===== config.mk =====
export PLATFORM = sky130hd
export DESIGN_NAME = ctxsw_top
export DESIGN_NICKNAME = d
export VERILOG_FILES = /design/src/rtl/ctxsw_pkg.sv /design/src/rtl/ctxsw_arbiter.sv /design/src/rtl/ctxsw_addrgen.sv /design/src/rtl/ctxsw_top.sv
export SDC_FILE = /design/constraint.sdc
export NUM_CORES = 1
export LEC_CHECK = 0
export ABC_AREA = 1
export BUFFER_PORTS_ARGS = -buffer_cell sky130_fd_sc_hd__buf_2
export CORE_MARGIN = 8
export CORE_UTILIZATION = 52
export CTS_CLUSTER_SIZE = 20
export DETAILED_ROUTE_END_ITERATION = 10
export GPL_TIMING_DRIVEN = 1
export PLACE_DENSITY = 0.77
export SYNTH_ARGS = -nofsm -noshare
export SYNTH_HDL_FRONTEND = slang
export SYNTH_SLANG_ARGS = --single-unit

===== constraint.sdc =====
create_clock -name clk -period 2.2 [get_ports clk]
set_input_delay 0.22 -clock clk [delete_from_list [all_inputs] [get_ports clk]]
set_output_delay 0.22 -clock clk [all_outputs]
set_load 0.05 [all_outputs]

===== src/rtl/ctxsw_pkg.sv =====
package ctxsw_pkg;

    localparam int unsigned WORD_W      = 16;
    localparam int unsigned VEC_SHIFT   = 2;
    localparam int unsigned REG_OLD_WP  = 13;
    localparam int unsigned REG_OLD_PC  = 14;
    localparam int unsigned REG_OLD_ST  = 15;
    localparam int unsigned BYTES_PER_W = WORD_W / 8;

    typedef logic [WORD_W-1:0] word_t;

    typedef enum logic [3:0] {
        PH_IDLE,
        PH_VEC_WP,
        PH_VEC_PC,
        PH_PUT_WP,
        PH_PUT_PC,
        PH_PUT_ST,
        PH_GET_WP,
        PH_GET_PC,
        PH_GET_ST
    } phase_e;

    typedef enum logic [1:0] {
        OP_NONE,
        OP_CALL,
        OP_RET,
        OP_IRQ
    } op_e;

    function automatic word_t word_align(input word_t a);
        return a & ~word_t'(1);
    endfunction

    function automatic word_t reg_addr(input word_t base, input int unsigned idx);
        return word_align(base + word_t'(idx * BYTES_PER_W));
    endfunction

endpackage


===== src/rtl/ctxsw_arbiter.sv =====
module ctxsw_arbiter
    import ctxsw_pkg::*;
#(
    parameter int unsigned LVL_W = 4
) (
    input  logic             call_req,
    input  logic             ret_req,
    input  logic             irq_req,
    input  logic [LVL_W-1:0] irq_level,
    input  logic [LVL_W-1:0] mask,
    input  word_t            call_vec,
    output op_e              op,
    output word_t            vec_addr
);

    logic irq_ok;

    always_comb begin
        irq_ok   = irq_req && (irq_level != '0) && (irq_level <= mask);
        op       = OP_NONE;
        vec_addr = word_align(call_vec);
        if (call_req) begin
            op = OP_CALL;
        end else if (ret_req) begin
            op = OP_RET;
        end else if (irq_ok) begin
            op       = OP_IRQ;
            vec_addr = word_t'(irq_level) << VEC_SHIFT;
        end
    end

endmodule


===== src/rtl/ctxsw_addrgen.sv =====
module ctxsw_addrgen
    import ctxsw_pkg::*;
(
    input  phase_e phase,
    input  word_t  vec_base,
    input  word_t  new_wp,
    input  word_t  cur_wp,
    output logic   req,
    output logic   we,
    output word_t  addr
);

    word_t raw;

    always_comb begin
        req = 1'b1;
        we  = 1'b0;
        raw = '0;
        unique case (phase)
            PH_VEC_WP: raw = vec_base;
            PH_VEC_PC: raw = vec_base + word_t'(BYTES_PER_W);
            PH_PUT_WP: begin raw = reg_addr(new_wp, REG_OLD_WP); we = 1'b1; end
            PH_PUT_PC: begin raw = reg_addr(new_wp, REG_OLD_PC); we = 1'b1; end
            PH_PUT_ST: begin raw = reg_addr(new_wp, REG_OLD_ST); we = 1'b1; end
            PH_GET_WP: raw = reg_addr(cur_wp, REG_OLD_WP);
            PH_GET_PC: raw = reg_addr(cur_wp, REG_OLD_PC);
            PH_GET_ST: raw = reg_addr(cur_wp, REG_OLD_ST);
            default:   req = 1'b0;
        endcase
        addr = word_align(raw);
    end

endmodule


===== src/rtl/ctxsw_top.sv =====
module ctxsw_top
    import ctxsw_pkg::*;
#(
    parameter int unsigned LVL_W    = 4,
    parameter logic [15:0] RESET_ST = 16'h000F
) (
    input  logic             clk,
    input  logic             rst_n,
    input  logic             call_req,
    input  logic [15:0]      call_vec,
    input  logic [15:0]      call_link_pc,
    input  logic             ret_req,
    input  logic             irq_req,
    input  logic [LVL_W-1:0] irq_level,
    output logic             busy,
    output logic             mem_req,
    output logic             mem_we,
    output logic [15:0]      mem_addr,
    output logic [15:0]      mem_wdata,
    input  logic [15:0]      mem_rdata,
    input  logic             mem_rdy,
    output logic [15:0]      wp,
    output logic [15:0]      pc,
    output logic [15:0]      st
);

    typedef struct packed {
        phase_e           phase;
        word_t            wp;
        word_t            pc;
        word_t            st;
        word_t            tmp_wp;
        word_t            tmp_pc;
        word_t            vec_base;
        word_t            link_pc;
        logic             is_irq;
        logic [LVL_W-1:0] lvl;
    } ctx_t;

    ctx_t  ctx_q, ctx_d;
    op_e   op_sel;
    word_t vec_sel;
    logic  step;

    ctxsw_arbiter #(.LVL_W(LVL_W)) u_arb (
        .call_req  (call_req),
        .ret_req   (ret_req),
        .irq_req   (irq_req),
        .irq_level (irq_level),
        .mask      (ctx_q.st[LVL_W-1:0]),
        .call_vec  (call_vec),
        .op        (op_sel),
        .vec_addr  (vec_sel)
    );

    ctxsw_addrgen u_agen (
        .phase    (ctx_q.phase),
        .vec_base (ctx_q.vec_base),
        .new_wp   (ctx_q.tmp_wp),
        .cur_wp   (ctx_q.wp),
        .req      (mem_req),
        .we       (mem_we),
        .addr     (mem_addr)
    );

    assign step = mem_req && mem_rdy;

    always_comb begin
        ctx_d = ctx_q;
        unique case (ctx_q.phase)
            PH_IDLE: begin
                if (op_sel != OP_NONE) begin
                    ctx_d.vec_base = vec_sel;
                    ctx_d.link_pc  = (op_sel == OP_CALL) ? call_link_pc : ctx_q.pc;
                    ctx_d.is_irq   = (op_sel == OP_IRQ);
                    ctx_d.lvl      = irq_level;
                    ctx_d.phase    = (op_sel == OP_RET) ? PH_GET_WP : PH_VEC_WP;
                end
            end
            PH_VEC_WP: if (step) begin
                ctx_d.tmp_wp = mem_rdata;
                ctx_d.phase  = PH_VEC_PC;
            end
            PH_VEC_PC: if (step) begin
                ctx_d.tmp_pc = mem_rdata;
                ctx_d.phase  = PH_PUT_WP;
            end
            PH_PUT_WP: if (step) ctx_d.phase = PH_PUT_PC;
            PH_PUT_PC: if (step) ctx_d.phase = PH_PUT_ST;
            PH_PUT_ST: if (step) begin
                ctx_d.wp    = ctx_q.tmp_wp;
                ctx_d.pc    = ctx_q.tmp_pc;
                if (ctx_q.is_irq) begin
                    ctx_d.st[LVL_W-1:0] = ctx_q.lvl - LVL_W'(1);
                end
                ctx_d.phase = PH_IDLE;
            end
            PH_GET_WP: if (step) begin
                ctx_d.tmp_wp = mem_rdata;
                ctx_d.phase  = PH_GET_PC;
            end
            PH_GET_PC: if (step) begin
                ctx_d.tmp_pc = mem_rdata;
                ctx_d.phase  = PH_GET_ST;
            end
            PH_GET_ST: if (step) begin
                ctx_d.wp    = ctx_q.tmp_wp;
                ctx_d.pc    = ctx_q.tmp_pc;
                ctx_d.st    = mem_rdata;
                ctx_d.phase = PH_IDLE;
            end
            default: ctx_d.phase = PH_IDLE;
        endcase
    end

    always_ff @(posedge clk) begin
        if (!rst_n) begin
            ctx_q    <= '0;
            ctx_q.st <= RESET_ST;
        end else begin
            ctx_q <= ctx_d;
        end
    end

    always_comb begin
        unique case (ctx_q.phase)
            PH_PUT_WP: mem_wdata = ctx_q.wp;
            PH_PUT_PC: mem_wdata = ctx_q.link_pc;
            PH_PUT_ST: mem_wdata = ctx_q.st;
            default:   mem_wdata = '0;
        endcase
    end

    assign busy = (ctx_q.phase != PH_IDLE);
    assign wp   = ctx_q.wp;
    assign pc   = ctx_q.pc;
    assign st   = ctx_q.st;

endmodule


# Yosys cells after proc, flatten, opt, wreduce, memory -nomap -nowiden
# Index checks and enable logic that the tools add are counted.
[word_totals] register_bits=121 inputBits=58 word_cells=86
[op_classes] reduce_logical=19 n_eq_ne=21 addsub=8 muxes=26 order_cmp=1
[ops] operator="one-hot mux 16 bit (8 select lines)" n=1
[ops] operator="adder 16 x 5 -> 16 bit, second input constant" n=6
[ops] operator="2-to-1 mux 16 bit" n=4
[ops] operator="one-hot mux 32 bit (2 select lines)" n=1
[ops] operator="2-to-1 mux 52 bit" n=1
[ops] operator="one-hot mux 16 bit (3 select lines)" n=1
[ops] operator="2-to-1 mux 36 bit" n=1
[ops] operator="2-to-1 mux 4 bit" n=9
[ops] operator="one-hot mux 4 bit (9 select lines)" n=1
[ops] operator="inequality test 2 bit, second input constant" n=10
[ops] operator="adder 16 x 2 -> 16 bit, second input constant" n=1
[ops] operator="equality test 4 x 3 -> 1 bit, second input constant" n=4
[ops] operator="AND reduction 9 bit" n=1
[ops] operator="equality test 4 x 2 -> 1 bit, second input constant" n=2
[ops] operator="one-hot mux 4 bit (2 select lines)" n=1
[ops] operator="AND reduction 2 bit" n=4
[ops] operator="nonzero test 4 bit" n=2
[ops] operator="OR reduction 8 bit" n=1
[ops] operator="2-to-1 mux 2 bit" n=3
[ops] operator="equality test 2 bit, second input constant" n=2
[ops] operator="equality test 4 x 1 -> 1 bit, second input constant" n=1
[ops] operator="equality test 4 bit, second input constant" n=1
[ops] operator="less-or-equal comparator 4 bit" n=1
[ops] operator="logical NOT 4 bit" n=1
[ops] operator="10 further kinds" n=15

# Logic depth before layout (Yosys ltp)
# Gate-level depths: netlist of the first run.
[logic_depth] depth_word=10 depth_mapped=18 ltp_nobuf=17

# By module
# From an unflattened synthesis of the first run, not the netlist that was laid out.
[hier_totals] hier_cells=1375 area_unflattened_um2=8405.6
[modules_own_cells] module="ctxsw_top" area_per_inst_um2=5308.8 n_inst=1 cells_per_inst=732 seq_area_each_um2=2422.3
[modules_own_cells] module="ctxsw_addrgen" area_per_inst_um2=2750.1 n_inst=1 cells_per_inst=575 seq_area_each_um2=0.0
[modules_own_cells] module="ctxsw_arbiter" area_per_inst_um2=346.6 n_inst=1 cells_per_inst=68 seq_area_each_um2=0.0

# Least setup slack after synthesis of the first run
# Ideal clock, no wire load.
[synth_path] kind="register -> output" start="register ctx_q[119] (netlist name)" end="output mem_addr[11]" path_stages_with_launch=16 slack_ns=-0.343 t_arrival_ns=2.323 path_cell_list="dfxtp_1 inv_2 nor2_8 nand2_4 buf_6 nand2_1 nand2_1 ha_1 inv_1 nand3_1 nor2_1 nor2_4 nand2_1 nand2_1 nand3_1 nand4_1"
[synth_between] elab_chain_cells=2 word_cells_on_any_way=9
[synth_rtl] element="start, declared" line="ctxsw_top.sv:40" text="ctx_t ctx_q, ctx_d;"
[synth_rtl] element="start signal, assigned" line="ctxsw_top.sv:121" text="ctx_q <= ctx_d;"
[synth_rtl] element="equality test 4 bit (tied with other cells)" line="ctxsw_addrgen.sv:19" text="unique case (phase)"
[synth_rtl] element="one-hot mux 16 bit (8 select lines) *" line="ctxsw_addrgen.sv:19"
[synth_rtl] element="end, declared" line="ctxsw_top.sv:18" text="output logic [15:0] mem_addr,"
# Mark *: on every way between the ends. The rest lies on a longest branch, timed or not.

# Final worst setup path of the first run
[layout_path] start="register ctx_q[119] (netlist name)" end="output mem_addr[14]"
# Same word-level chain as after synthesis.

==> impl_metrics.json, run 1 <==
{
  "nFillCells": 1077,
  "timing.rr.end": "wp[15]",
  "vdd.ir_drop.worst_v": 0.00165,
  "timing.rr.start": "ctx_q[118]",
  "seq_area_frac_synth_pct": 29.8,
  "yosysUniqueCellTypes": 42,
  "die_h_um": 140,
  "core_um2": 15100,
  "vias_per_cell": 6.20,
  "tns_ps": -14050,
  "ys_ff_latch": 120,
  "hpwl_um": 21000,
  "vias": 10274,
  "start_util_pct": 53.2,
  "rsz0062_at_grt": "yes",
  "seqPwrFrac_pct": 23.0,
  "antenna_found_initial": 0,
  "fmax_ghz": 0.350,
  "grt_max_degree": 73,
  "period_share_pct": 130,
  "rr_worst_depth": 13,
  "clk_pin_slew_worst_paths_ps": 60,
  "power_density_nw_per_um2": 1180,
  "clk_path_buf_depth": 2,
  "drc_errors": 1,
  "synth_area_per_cell_um2": 6.44,
  "grt.total_usage_pct": 28.4,
  "p_int_mw": 7.20,
  "firstDrtPassIters": 11,
  "slew_headroom_pct": 44.4,
  "slowest_delay_ps": 380,
  "num_antenna_cells": 0,
  "overflow": 0,
  "cts_hold_buf": 0,
  "critPathKind": "reg -> out",
  "status": "finished, violations left",
  "clk_latency_ps": 430,
  "comb_power_share_pct": 55.0,
  "postRouteAntennaNets": 0,
  "area.growth.synth_to_final_pct": 42.0,
  "cap_violations": 0,
  "required_ps": 1980,
  "fin_hold_ws_ps": 52.5,
  "grt_pass1_wl_um": 45500,
  "worstHoldPathCells": 3,
  "setup_ws_ps": -656,
  "root_buffer": "clkbuf_16",
  "worst_pin_slew_ps": 834,
  "io_pins": 141,
  "finClkSkew_ps": 10.5,
  "p_sw_share_pct": 46.6,
  "p_leak_nw": 5.08,
  "hold_start": "call_vec[9]",
  "syn-num-nets": 1318,
  "final_max_slew_viol_count": 0,
  "endpoint_kind": "primary output",
  "cp_slowest_cell": "dfxtp_4",
  "rows": 45,
  "hp-class": "in -> reg",
  "finalCriticalPeriod_ps": 2860,
  "p_clk_share_pct": 22.0,
  "grt_pass1_vias": 9012,
  "setup_violations": 59,
  "drtIter0Drc": 1483,
  "drive_gt1_share_pct": 35.6,
  "synth_cells": 1251,
  "port_buffers": 138,
  "violations": "DRC, setup timing",
  "cts_buffers": 17,
  "routed_wl_um": 34700,
  "cts_tree": "built",
  "syn_area_um2": 8050,
  "ys_warn_count": 0,
  "rrSetupSlack_ps": -130,
  "hold_violations": 0,
  "cp_data_arrival_time_ps": 2640,
  "switchingPower_mw": 6.27,
  "nets": 1522,
  "cts_max_level": 4,
  "crit_chain": "inv_4, nor2_8, nand2_8, buf_12, nand2_1, o21ai_0, nor2_2, nand2_1, nor2_2, nand3_1, nand3_1, nand4_1, buf_12",
  "die_area_um2": 19700,
  "gp_congestion": 0.996,
  "crit_path_start_kind": "flip-flop",
  "final_util_pct": 75.5,
  "fp.dieW_um": 140,
  "wl_per_cell_um": 21.0,
  "crit_fanout": 17,
  "p_total_mw": 13.5,
  "cts.sinks": 120,
  "post-place-ws_ps": -180,
  "holdPathEnd": "ctx_q[30]"
}
==> worst max path at each step <==
stage | endpoint | slack [ps] | cells past startpoint | start
floorplan | mem_addr[7] | -100 | 15 | ctx_q[118]
global placement | mem_addr[15] | -120 | 12 | ctx_q[119]
detailed placement | mem_addr[4] | -180 | 10 | ctx_q[119]
CTS | mem_addr[14] | -440 | 13 | ctx_q[119]
global route | mem_addr[14] | -800 | 13 | ctx_q[119]
finish | mem_addr[14] | -660 | 13 | ctx_q[119]
==> flip-flops by register name, indices dropped and copies added, names as in the netlist <==
signal  count
st         16
ctx_q      72
wp         16
pc         16
==> cell type report <==
type                    instances  area [µm²]  share of cell area [%]
inverters                     158         618                    5.41
well taps                     188         235                    2.06
flip-flops and latches        120        2420                    21.1
clock inverters                13         156                    1.37
clock buffers                  19         464                    4.06
multi-input cells             868        5140                    44.9
repair buffers                290        2400                    21.0
==> metrics by stage <==
stage          cell area, µm²  cells
6_report                11400   1656
5_1_grt                 11400   1656
3_5_place_dp             9520   1588
2_1_floorplan            8260   1251
3_3_place_gp             9520   1588
4_1_cts                 10700   1632
==> kinds of logic (layout without fill, tap and decap cells) <==
| group | Yosys count | count (layout) | share of synthesized area (%) |
|---|---|---|---|
| AND/OR/NAND/NOR | 472 | 473 | 26.0 |
| XOR/XNOR | 2 | 2 | 0.218 |
| multiplexers | 1 | 1 | 0.124 |
| other | 1 | 1 | 0.0466 |
| flip-flops | 120 | 120 | 29.8 |
| adder cells (fa/ha/maj) | 9 | 9 | 1.40 |
| buffers and inverters | 266 | 480 | 16.0 |
| AO/OA/AOI/OAI | 380 | 382 | 26.4 |
==> cell usage after synthesis (all sizes together) <==
cell type / instances / area [µm²]
nand2: 279 / 1080
o21ai: 174 / 908
inv: 154 / 578
a21oi: 139 / 696
dfxtp: 120 / 2400
nand3: 102 / 526
buf: 73 / 563
nor2: 66 / 332
clkbuf: 35 / 131
a211oi: 31 / 233
nand4: 16 / 106
o221ai: 16 / 140
ha: 9 / 113
nor3: 6 / 30.0
o22ai: 5 / 31.3
clkinv: 4 / 15.0
o211ai: 3 / 22.5
o21bai: 3 / 22.5
a221oi: 2 / 17.5
a31oi: 2 / 12.5
o2111ai: 2 / 17.5
or2: 2 / 12.5
a22oi: 1 / 7.51
a32oi: 1 / 8.76
conb: 1 / 3.75
mux2i: 1 / 10.0
nand3b: 1 / 7.51
o41ai: 1 / 8.76
xnor2: 1 / 8.76
xor2: 1 / 8.76
==> critical path, delay by kind of cell (launching register included) <==
kind	cells	cell delay [ps]
DFF	1	380
and+or+nand+nor	9	1260
buffers and inverters	3	430
AOI/OAI and AO/OA	1	130
==> power groups by stage <==
stage          sequential [mW]  clock [mW]  combinational, mW
2_1_floorplan             2.96           0               3.89
3_3_place_gp              3.03           0               5.62
3_5_place_dp              3.05           0               5.67
4_1_cts                   3.03        2.92               6.28
5_1_grt                   3.14        3.04               7.83
6_report                  3.10        2.96               7.40
==> cells in the final DEF, fill, tap and decap left out, types with 13 or more instances in the layout <==
| cell type | instances |
|---|---|
| buf_12 | 18 |
| buf_6 | 25 |
| a21oi_2 | 20 |
| inv_2 | 14 |
| nand4_1 | 15 |
| a211oi_1 | 16 |
| buf_4 | 131 |
| nand2_1 | 247 |
| o21ai_0 | 97 |
| dfxtp_1 | 116 |
| o221ai_1 | 14 |
| o21ai_1 | 33 |
| inv_1 | 133 |
| nand2_2 | 23 |
| nor2_4 | 13 |
| clkbuf_16 | 25 |
| nor2_2 | 14 |
| nand3_1 | 88 |
| nor2_1 | 38 |
| a211oi_2 | 15 |
| a21oi_1 | 113 |
| o21ai_2 | 38 |
| buf_2 | 105 |
==> what timing repair did <==
action | CTS | global route
gates cloned | 2 | 11
endpoints found under the setup margin | 32 | 131
gates resized for setup | 123 | 122
buffers inserted | 10 | 13
pin swaps | 26 | 21
endpoints found under the hold margin | 0 | 0
==> routing by layer <==
layer | GRT usage [%] | routed length, µm
met2 | 48.2 | 16000
met3 | 5.40 | 3930
met4 | 13.9 | 2370
met5 | 0 | 0
met1 | 33.9 | 12500
Note: power is estimated with default switching activity, not from simulation.
==> run 2: changes to the inputs <==
CTS_CLUSTER_DIAMETER = 40   (was default)
HOLD_SLACK_MARGIN = 0.1   (was default)
==> run 2 against run 1 <==
Against the previous run: highest routed layer is now met5; wire length shrank 0.17%; clock power is essentially flat; the flow finishes with violations (setup timing); clock-buffer cell count stayed put; clock skew down 1.7 ps; first-iteration DRC count shrank 12%; critical endpoint is now mem_addr[12]; fmax increased by 4.2%; combinational power about the same; design area up 1.3%.
==> impl_metrics.json, run 2 (same netlist as run 1, synthesis figures left out) <==
{
  "violations": "setup timing",
  "grt_pass1_vias": 9113,
  "multi_input_area_um2": 5130,
  "largest_reg_flops": 72,
  "firstDrtPassIters": 6,
  "regArea_um2": 2420,
  "holdPathEnd": "ctx_q[25]",
  "gp_congestion": 0.996,
  "drive_gt1_share_pct": 35.2,
  "rrSetupSlack_ps": -100,
  "postRouteAntennaNets": 0,
  "fp.dieW_um": 140,
  "area.growth.synth_to_final_pct": 43.8,
  "rsz0062_at_grt": "yes",
  "setup_ws_ps": -540,
  "drtIter0Drc": 1303,
  "cts_tree": "built",
  "timing.rr.start": "ctx_q[120]",
  "cts.sinks": 120,
  "slew_headroom_pct": 42.2,
  "fmax_ghz": 0.365,
  "nFillCells": 1061,
  "timing.rr.end": "ctx_q[55]",
  "p_int_mw": 7.21,
  "cp_data_arrival_time_ps": 2520,
  "cts_max_level": 4,
  "core_um2": 15100,
  "endpoint_kind": "primary output",
  "grt_max_degree": 73,
  "largest_register": "ctx_q",
  "vias": 10351,
  "final_util_pct": 76.5,
  "power_density_nw_per_um2": 1160,
  "comb_power_share_pct": 55.1,
  "p_sw_share_pct": 46.4,
  "drc_errors": 0,
  "setup_violations": 71,
  "seqPwrFrac_pct": 23.0,
  "cap_violations": 0,
  "crit_fanout": 10,
  "clk_latency_ps": 420,
  "grt.total_usage_pct": 28.7,
  "hold_violations": 0,
  "overflow": 0,
  "routed_wl_um": 34700,
  "clk_path_buf_depth": 2,
  "finalCriticalPeriod_ps": 2740,
  "vdd.ir_drop.worst_v": 0.00167,
  "crit_path_start_kind": "flip-flop",
  "switchingPower_mw": 6.23,
  "p_leak_nw": 5.14,
  "worstHoldPathCells": 3,
  "vias_per_cell": 6.19,
  "final_common_cell": "nand2_1",
  "nets": 1537,
  "rows": 45,
  "finClkSkew_ps": 8.82,
  "critPathKind": "reg -> out",
  "period_share_pct": 125,
  "status": "finished, violations left",
  "die_h_um": 140,
  "start_util_pct": 53.2,
  "final_max_slew_viol_count": 0,
  "final_cell_mix": "247 x nand2_1, 133 x inv_1, 131 x buf_4, 116 x dfxtp_1, 114 x a21oi_1",
  "root_buffer": "clkbuf_16",
  "die_area_um2": 19700,
  "hpwl_um": 21000,
  "cts_buffers": 17,
  "hold_start": "call_vec[4]",
  "num_antenna_cells": 0,
  "fin_hold_ws_ps": 101,
  "hp-class": "in -> reg",
  "p_total_mw": 13.4,
  "clk_pin_slew_worst_paths_ps": 60,
  "p_clk_share_pct": 21.9,
  "worst_pin_slew_ps": 867,
  "port_buffers": 138,
  "antenna_found_initial": 1,
  "grt_pass1_wl_um": 45900,
  "io_pins": 141,
  "required_ps": 1980,
  "wl_per_cell_um": 20.7,
  "rr_worst_depth": 14
}
run 2: layer usage:
metal / GRT usage [%] / vias to the layer above / wire [µm]
li1: - / 4617 / -
met1: 34.0 / 4732 / 12500
met2: 49.1 / 758 / 16000
met3: 5.44 / 242 / 3770
met4: 13.9 / 2 / 2410
met5: 0 / - / 13
run 2: what timing repair did:
item | 4_1_cts | 5_1_grt
endpoints found under the hold margin | 14 | 0
buffers inserted | 10 | 13
pin swaps | 26 | 21
setup endpoints to repair | 32 | 131
cloned | 2 | 11
hold buffers | 15 | 0
gates resized for setup | 123 | 121
run 2: final cells by class:
type | instances | area share [%]
Clock inverter | 13 | 1.35
Multi-Input combinational cell | 868 | 44.3
Clock buffer | 19 | 4.01
Sequential cell | 120 | 20.9
Tap cell | 188 | 2.03
Timing Repair Buffer | 305 | 22.1
Inverter | 158 | 5.34
run 2: worst max-delay path by stage:
stage	start	endpoint	slack, ps	cells past startpoint
5_1_grt	ctx_q[119]	mem_addr[14]	-660	14
3_3_place_gp	ctx_q[119]	mem_addr[15]	-120	12
4_1_cts	ctx_q[119]	mem_addr[14]	-440	13
2_1_floorplan	ctx_q[118]	mem_addr[7]	-100	15
6_report	ctx_q[119]	mem_addr[12]	-540	14
3_5_place_dp	ctx_q[119]	mem_addr[4]	-180	10
run 2: through the flow:
stage          TNS, ps  cells  instance area (µm²)  setup slack [ps]
3_3_place_gp      -848   1588                 9520              -117
6_report        -13670   1671                11600              -540
3_5_place_dp     -1560   1588                 9520              -180
4_1_cts          -8300   1647                10800              -438
2_1_floorplan    -3670   1251                 8260             -95.1
5_1_grt         -17920   1671                11600              -656
run 2: worst max-delay path, cell delays in order, from the launching register on:
cell and delay (ps):
dfxtp_4 380, inv_4 60, nor2_8 150, nand2_8 130
buf_4 190, nand2_1 70, o21ai_0 110, buf_4 160
buf_4 130, nor2_2 130, nand3_1 120, nand3_1 120
nand3_1 90, nand3_2 100, buf_12 140
run 2: power by group through the flow:
| stage | clock, mW | combinational, mW | sequential [mW] |
|---|---|---|---|
| 6_report | 2.94 | 7.41 | 3.09 |
| 5_1_grt | 3.04 | 7.82 | 3.13 |
| 4_1_cts | 2.92 | 6.30 | 3.03 |
| 3_3_place_gp | 0 | 5.62 | 3.03 |
| 2_1_floorplan | 0 | 3.89 | 2.96 |
| 3_5_place_dp | 0 | 5.67 | 3.05 |
==> run 3: changes to the inputs <==
CORE_UTILIZATION = 57   (was 52)
PLACE_DENSITY = 0.8   (was 0.77)
clock period = 2.7 ns   (was 2.2 ns; I/O delays follow)
==> run 3 against run 2 <==
Against the previous run: the run still ends with setup timing left; clock power shrank 21%; clock-buffer cell count down 1; non-clock buffer count is 123 lower; die area down 7.8%; register-to-register slack improved by 400 ps.
==> impl_metrics.json, run 3 (same netlist as run 1, synthesis figures left out) <==
{
  "rows": 43,
  "largest_reg_flops": 72,
  "grt_pass1_vias": 8423,
  "final_common_cell": "nand2_1",
  "cts_tree": "built",
  "worst-path-buf-inv": 7,
  "drc_errors": 0,
  "grt.total_usage_pct": 28.0,
  "grt_pass1_wl_um": 41100,
  "drive_gt1_share_pct": 23.3,
  "clk_latency_ps": 410,
  "finClkSkew_ps": 7.17,
  "gp_congestion": 0.988,
  "crit_family": "buffers and inverters",
  "num_antenna_cells": 0,
  "fmax_ghz": 0.364,
  "fp.dieW_um": 135,
  "cp_slowest_cell": "dfxtp_4",
  "hpwl_um": 19100,
  "area.growth.synth_to_final_pct": 19.9,
  "io_pins": 141,
  "root_buffer": "clkbuf_16",
  "worst_pin_slew_ps": 761,
  "cts_max_level": 4,
  "final_util_pct": 69.8,
  "post-place-ws_ps": 118,
  "design_area_um2": 9650,
  "vdd.ir_drop.worst_v": 0.00109,
  "port_buffers": 138,
  "die_area_um2": 18200,
  "final_max_slew_viol_count": 0,
  "routed_wl_um": 26300,
  "setup_violations": 2,
  "grt_max_degree": 73,
  "placed_area_um2": 8560,
  "hp-class": "in -> reg",
  "vias": 8997,
  "start_util_pct": 58.2,
  "period_share_pct": 102,
  "cpMostUsedCell": "buf_4",
  "largest_register": "ctx_q",
  "core_um2": 13800,
  "critPathKind": "reg -> out",
  "violations": "setup timing",
  "cts_buffers": 17,
  "overflow": 0,
  "finalCriticalPeriod_ps": 2750,
  "rsz0062_at_grt": "yes",
  "firstDrtPassIters": 5,
  "postRouteAntennaNets": 0,
  "cp_data_arrival_time_ps": 2480,
  "clk_path_buf_depth": 2,
  "crit_fanout": 6,
  "hold_violations": 0,
  "clk_pin_slew_worst_paths_ps": 60,
  "drtIter0Drc": 766,
  "endpoint_kind": "primary output",
  "crit_path_start_kind": "flip-flop",
  "power_density_nw_per_um2": 953,
  "wl_per_cell_um": 17.1,
  "cap_violations": 0,
  "p_leak_nw": 4.34,
  "antenna_found_initial": 0,
  "cts.sinks": 120,
  "required_ps": 2430,
  "crit_chain": "inv_2, nor2_4, nand2_4, inv_2, nand2_2, nand2_2, buf_4, buf_4, buf_4, nand3_2, nand2_2, inv_2, o21ai_0, o2111ai_1, buf_4",
  "slowest_delay_ps": 380,
  "cts_hold_buf": 0,
  "slew_headroom_pct": 49.1,
  "setup_ws_ps": -49.9,
  "nFillCells": 1168,
  "nets": 1412,
  "vias_per_cell": 5.85,
  "status": "finished, violations left",
  "final_cell_mix": "255 x nand2_1, 145 x o21ai_0, 140 x inv_1, 137 x a21oi_1, 125 x buf_2",
  "die_h_um": 135
}
## run 3: timing repair
action / in CTS / in global routing
setup buffers: 8 / 5
gates resized for setup: 43 / 66
hold endpoints to repair: 0 / 0
pin swaps: 6 / 12
setup endpoints to repair: 13 / 13
gates cloned: 0 / 2
## run 3: worst min-delay path: cells and delay by family
| kind | cells | cell delay, ps |
|---|---|---|
| AND/OR/NAND/NOR | 1 | 70 |
| AO/OA/AOI/OAI | 1 | 50 |
| buffers and inverters | 1 | 90 |
## run 3: final timing paths
kind | from | to | slack, ps | cells past startpoint
setup / recovery | ctx_q[118] | mem_addr[4] | -50 | 15
setup reg to reg | ctx_q[119] | pc[13] | 300 | 11
hold reg to reg | ctx_q[42] | ctx_q[42] | 450 | 2
hold / removal | call_vec[8] | ctx_q[29] | 120 | 3
## run 3: layout make-up
cell class	instances	area, µm²	area share [%]
Inverter	158	599	6.21
Clock inverter	14	175	1.81
Clock buffer	18	429	4.45
Tap cell	180	225	2.33
Sequential cell	120	2410	25.0
Multi-Input combinational cell	866	4610	47.8
Timing Repair Buffer	182	1190	12.4
## run 3: layer usage
metal  GRT usage (%)  share of wire [%]  up-vias
li1                -                  -     4358
met1            33.1                 39     4116
met2            46.8                 48      438
met3            5.27                8.4       85
met4            15.7                4.4        0
met5               0                  0        -
## run 3: where the power goes
part	internal (mW)	leakage, nW	switching [mW]	total (mW)
Clock	1.46	0.287	0.856	2.31
Sequential	2.16	0.979	0.319	2.48
Combinational	1.34	3.07	3.06	4.40
## run 3: metrics by stage
stage               instances  hold slack [ps]  setup TNS (ps)  power, mW
global placement         1492              434               0       6.35
global route             1538              126           -1580       9.69
detailed placement       1492              439               0       6.42
finish                   1538              117           -56.3       9.20
CTS                      1531              113           -58.3       8.91
floorplan                1251              413               0       5.42
